<file path="src/rtl/hazard_fwd_unit.sv">
module hazard_fwd_unit #(
  parameter int REG_AW = 5
) (
  input  logic              run_en,
  input  logic [REG_AW-1:0] de_src1,
  input  logic [REG_AW-1:0] de_src2,
  input  logic              de_use1,
  input  logic              de_use2,
  input  logic [REG_AW-1:0] ex_src1,
  input  logic [REG_AW-1:0] ex_src2,
  input  logic [REG_AW-1:0] ex_dst,
  input  logic              ex_load,
  input  logic              ex_wr,
  input  logic [REG_AW-1:0] mem_dst,
  input  logic              mem_wr,
  input  logic [REG_AW-1:0] wb_dst,
  input  logic              wb_wr,
  input  logic              redirect,
  output logic [1:0]        fwd_a,
  output logic [1:0]        fwd_b,
  output logic              lu_stall,
  output logic              front_en,
  output logic              ifde_clear,
  output logic              deex_clear
);
  localparam logic [REG_AW-1:0] ZERO_REG = '0;
  localparam logic [1:0] SEL_RF  = 2'b00;
  localparam logic [1:0] SEL_MEM = 2'b10;
  localparam logic [1:0] SEL_WB  = 2'b01;
  localparam int N_OPS = 2;

  logic [REG_AW-1:0] op_src [N_OPS];
  logic [1:0]        op_sel [N_OPS];
  logic              mem_live, wb_live, load_hit;

  assign op_src[0] = ex_src1;
  assign op_src[1] = ex_src2;
  assign mem_live  = mem_wr && (mem_dst != ZERO_REG);
  assign wb_live   = wb_wr && (wb_dst != ZERO_REG);

  for (genvar i = 0; i < N_OPS; i++) begin : g_op
    assign op_sel[i] = (mem_live && mem_dst == op_src[i]) ? SEL_MEM :
                       (wb_live  && wb_dst  == op_src[i]) ? SEL_WB  : SEL_RF;
  end

  assign fwd_a = op_sel[0];
  assign fwd_b = op_sel[1];

  assign load_hit = ex_load && ex_wr && (ex_dst != ZERO_REG) &&
                    ((de_use1 && de_src1 == ex_dst) || (de_use2 && de_src2 == ex_dst));

  assign lu_stall   = load_hit && !redirect;
  assign front_en   = run_en && !lu_stall;
  assign ifde_clear = redirect;
  assign deex_clear = redirect || lu_stall;
endmodule


</file>
<file path="config.mk">
export PLATFORM = sky130hd
export DESIGN_NAME = hazard_fwd_unit
export DESIGN_NICKNAME = d
export VERILOG_FILES = /design/src/rtl/hazard_fwd_unit.sv
export SDC_FILE = /design/constraint.sdc
export NUM_CORES = 1
export LEC_CHECK = 0
export BUFFER_PORTS_ARGS = -buffer_cell sky130_fd_sc_hd__buf_2
export CAP_MARGIN = 20
export CORE_MARGIN = 4
export CORE_UTILIZATION = 32
export DETAILED_ROUTE_END_ITERATION = 16
export PLACE_DENSITY_LB_ADDON = 0.15
export SYNTH_ARGS = -nofsm -noshare
export SYNTH_HDL_FRONTEND = slang
export SYNTH_SLANG_ARGS = --single-unit
</file>
<file path="constraint.sdc">
create_clock -name vclk -period 1.45
set_input_delay 0.29 -clock vclk [all_inputs]
set_output_delay 0.29 -clock vclk [all_outputs]
set_load 0.01 [all_outputs]
</file>
# After elaboration in Yosys (flattened, before gate mapping)
# Cells that the tools add are included.
# word_totals
reg_bits	0
in_bits	43
output_inout_bits	8
# op_classes
eq_ne	6
muxes	4
reduce_logical	20
# op_table
op	count
$eq A5 B5 Y1	6
$reduce_bool A5 Y1	3
$logic_and A1 B1 Y1	13
$mux W2	2
$logic_not A1 Y1	2
$logic_or A1 B1 Y1	2
$mux W1	2

# Depth between registers and ports, before layout
# depth
depth_word	7
mapped_depth	4

# Worst setup path before layout
# No wires, ideal clock.
# synth_timing
path_kind	input to output
start	input port mem_dst[1]
end	output port fwd_a[0]
arrival_ns	1.434
required_ns	1.160
path_slack_ns	-0.274
stages	4
cell_sequence	or4_1 > o21ai_2 > nor4_1 > nor4_2
# synth_between
elab_chain_cells	4
elab_cells_between_ends	5
classes_between	eq/ne: 1; mux: 1; reduce/logical: 3
# synth_rtl
element	line_no	source
start, declared	14	input logic [REG_AW-1:0] mem_dst,
$reduce_bool A5 Y1	38	assign mem_live = mem_wr && (mem_dst != ZERO_REG);
$logic_and A1 B1 Y1	38	
$logic_and A1 B1 Y1 *	42	assign op_sel[i] = (mem_live && mem_dst == op_src[i]) ? SEL_MEM :
$mux W2 *	42	
end, declared	19	output logic [1:0] fwd_a,
# Every way passes the cells marked *; elsewhere a longest branch is shown, timed or not.

# Worst setup path after layout
# layout_timing
start	input port ex_src1[4]
end	output port fwd_a[0]
# layout_between
elab_chain_cells	4
elab_cells_between_ends	6
classes_between	eq/ne: 2; mux: 2; reduce/logical: 2
# layout_rtl
element	line_no	source
start, declared	9	input logic [REG_AW-1:0] ex_src1,
$eq A5 B5 Y1	43	(wb_live && wb_dst == op_src[i]) ? SEL_WB : SEL_RF;
$logic_and A1 B1 Y1	43	
$mux W1	43	
$mux W2 *	42	
# Marks and branches as above.

==> impl_metrics.csv <==
group,metric,value,unit
yosys,synth_xor_xnor_area_share,60.7,%
yosys,synth_compound_area_share,9.54,%
worst_setup_path,cp_num_buf_inv,2,
placement,place_worst_setup_slack,-500,ps
floorplan,die_h,44.8,um
floorplan,dieWidth,44.8,um
sta,fin_crit_sh,125,%
detailed_routing,first_pass_iters,2,
worst_setup_path,critPathKind,"in2out",
yosys,synthesis.nets,97,
floorplan,die_area,2010,um^2
sta,slew_viol_final,0,
power,ir_drop,0.138,mV
placement,dp_hpwl,1.51,mm
detailed_routing,drc_errors,0,
hold_path,hold_class,"in2out",
finish,regArea,0,um^2
global_route,overflow,0,
detailed_routing,antenna_left,0,
worst_setup_path,critPathMaxStageDelay,540,ps
yosys,synthSimpleGateAreaFrac,27.2,%
worst_setup_path,cp_max_fo,2,
detailed_routing,first_iter_violations,1,
finish,drive_gt1_share,68.1,%
floorplan,pin_count,51,
hold_path,whs_endpoint,"ifde_clear",
global_route,grt_pass1_vias,611,
yosys,synth.avg_cell_area,8.02,um^2
finish,synthToLayoutAreaGrowth,129,%
worst_setup_path,cp.arrival,1530,ps
floorplan,rows,12,
global_route,grt_pass1_wl,2.51,mm
sta,relSlewSlack,73.7,%
yosys,yosysTopAreaCellShare,44.5,%
sta,setup_ws,-369,ps
detailed_routing,vias,641,
finish,final_cell_mix,"buf_2 (39), xor2_1 (21), buf_4 (16), buf_6 (11), xnor2_1 (8)",
finish,nClkBuffers,0,
finish,nFlopsAndLatches,0,
worst_setup_path,cp-start-kind,"input pin",
finish,n_antenna_cell,0,
sta,setup_viol,7,
placement,dpl_cell_area,806,um^2
finish,finalNetCount,164,
placement,place_congestion,0.757,
detailed_routing,vias_per_cell,4.82,
yosys,synthTopCellsByArea,"xor2_1 (45%), xnor2_1 (16%), or4_1 (8.7%)",
sta,layout_min_cycle_time,1820,ps
global_route,track_usage,15.5,%
worst_setup_path,cp-end-kind,"primary output",
outcome,status,"complete, but fails checks",
worst_setup_path,cpLargestDelayFamily,"simple AND/OR/NAND/NOR gates",
cts,holdBufCountCts,0,
sta,max_clock_freq,550,MHz
run,cap_violations,0,
floorplan,start_util,36.5,%
yosys,yosysSeqAreaShare,0,%
sta,hold_viol,0,
global_route,grt_max_degree,5,
detailed_routing,post_drt_wl_per_cell,14.7,um
yosys,ys_types,16,
power,leakage,0.458,nW
yosys,synth_top_family_by_area,"XOR/XNOR gates",
worst_setup_path,crit_slowest_cell,"or4_4",
outcome,violations,"setup timing",
floorplan,core,1190,um^2
finish,final_cell_area,991,um^2
sta,rsz0062_at_grt,"true",
yosys,synth_area,433,um^2
yosys,yosys.area_share.adder,0,%
yosys,synth_warnings,0,
hold_path,min-delay-start,"redirect",
power,power_density,272,nW/um^2
yosys,muxShareOfSynthArea,0,%
sta,worstMarginPinSlew,391,ps
hold_path,whs_path_depth,2,
finish,final_common_cell,"buf_2",
yosys,synth_top_area_cell,"xor2_1",
worst_setup_path,path_cells,"buf_6 -> xor2_1 -> or4_4 -> nor4_4 -> buf_2",
global_route,antenna_found_initial,0,
yosys,netlist_instances,54,
worst_setup_path,cp_data_required_time,1160,ps
placement,numPortBuffers,51,
detailed_routing,totalWireLength,1.95,mm
[where the power goes]
group          switching, mW  internal (mW)  leakage (nW)
Combinational          0.122          0.148         0.458
Clock                      0              0             0
Sequential                 0              0             0
Total                  0.122          0.148         0.458
[worst max-delay path by stage]
| stage | start | end | slack (ps) | depth (start not counted) |
|---|---|---|---|---|
| floorplan | ex_dst[3] | lu_stall | -140 | 4 |
| global placement | ex_dst[3] | front_en | -440 | 6 |
| detailed placement | ex_dst[3] | front_en | -500 | 6 |
| CTS | de_src1[1] | lu_stall | -450 | 7 |
| global route | mem_dst[1] | fwd_a[0] | -400 | 6 |
| finish | ex_src1[4] | fwd_a[0] | -370 | 5 |
[what timing repair did]
action,4_1_cts,5_1_grt
gates resized for setup,17,12
pin swaps,12,8
setup buffers,1,3
endpoints found under the setup margin,7,7
[cells in the mapped netlist]
library cell,count
a32oi_1,1
and2_0,1
buf_4,1
inv_1,1
nand2_1,1
nand3_1,2
nor2_1,1
nor4_1,5
nor4_2,2
o21ai_1,1
o21ai_2,1
o31ai_1,1
o41a_1,1
or4_1,5
xnor2_1,8
xor2_1,22
[logic make-up after synthesis]
family          count (synthesis)
compound gates                  5
xor+xnor                       30
buf+inv                         2
simple gates                   17
[metal layers]
metal / wire length, um / up-vias / global-route usage (%) / part of all wire, %
met1: 754 / 280 / 18.1 / 39
met3: 150 / 2 / 0.797 / 7.7
met5: 0 / - / 0 / 0
li1: - / 327 / - / -
met2: 1030 / 32 / 31.8 / 53
met4: 13 / 0 / 0 / 0.67
[layout make-up]
type	count	area, um^2
fillers	78	195
inverters	1	3.75
multi-input cells	52	531
well taps	14	17.5
repair buffers	66	439
[through the flow]
step	hold slack, ps	total power [mW]	util (%)	std cells	setup TNS, ps
2_1_floorplan	634	0.0939	-	54	-707
3_3_place_gp	813	0.211	67.9	129	-2370
3_5_place_dp	819	0.219	67.9	129	-2640
4_1_cts	816	0.246	75.7	130	-2290
5_1_grt	864	0.292	83.5	133	-2370
6_report	852	0.270	83.5	133	-2080
No activity file was read; power rests on OpenSTA's default activity.
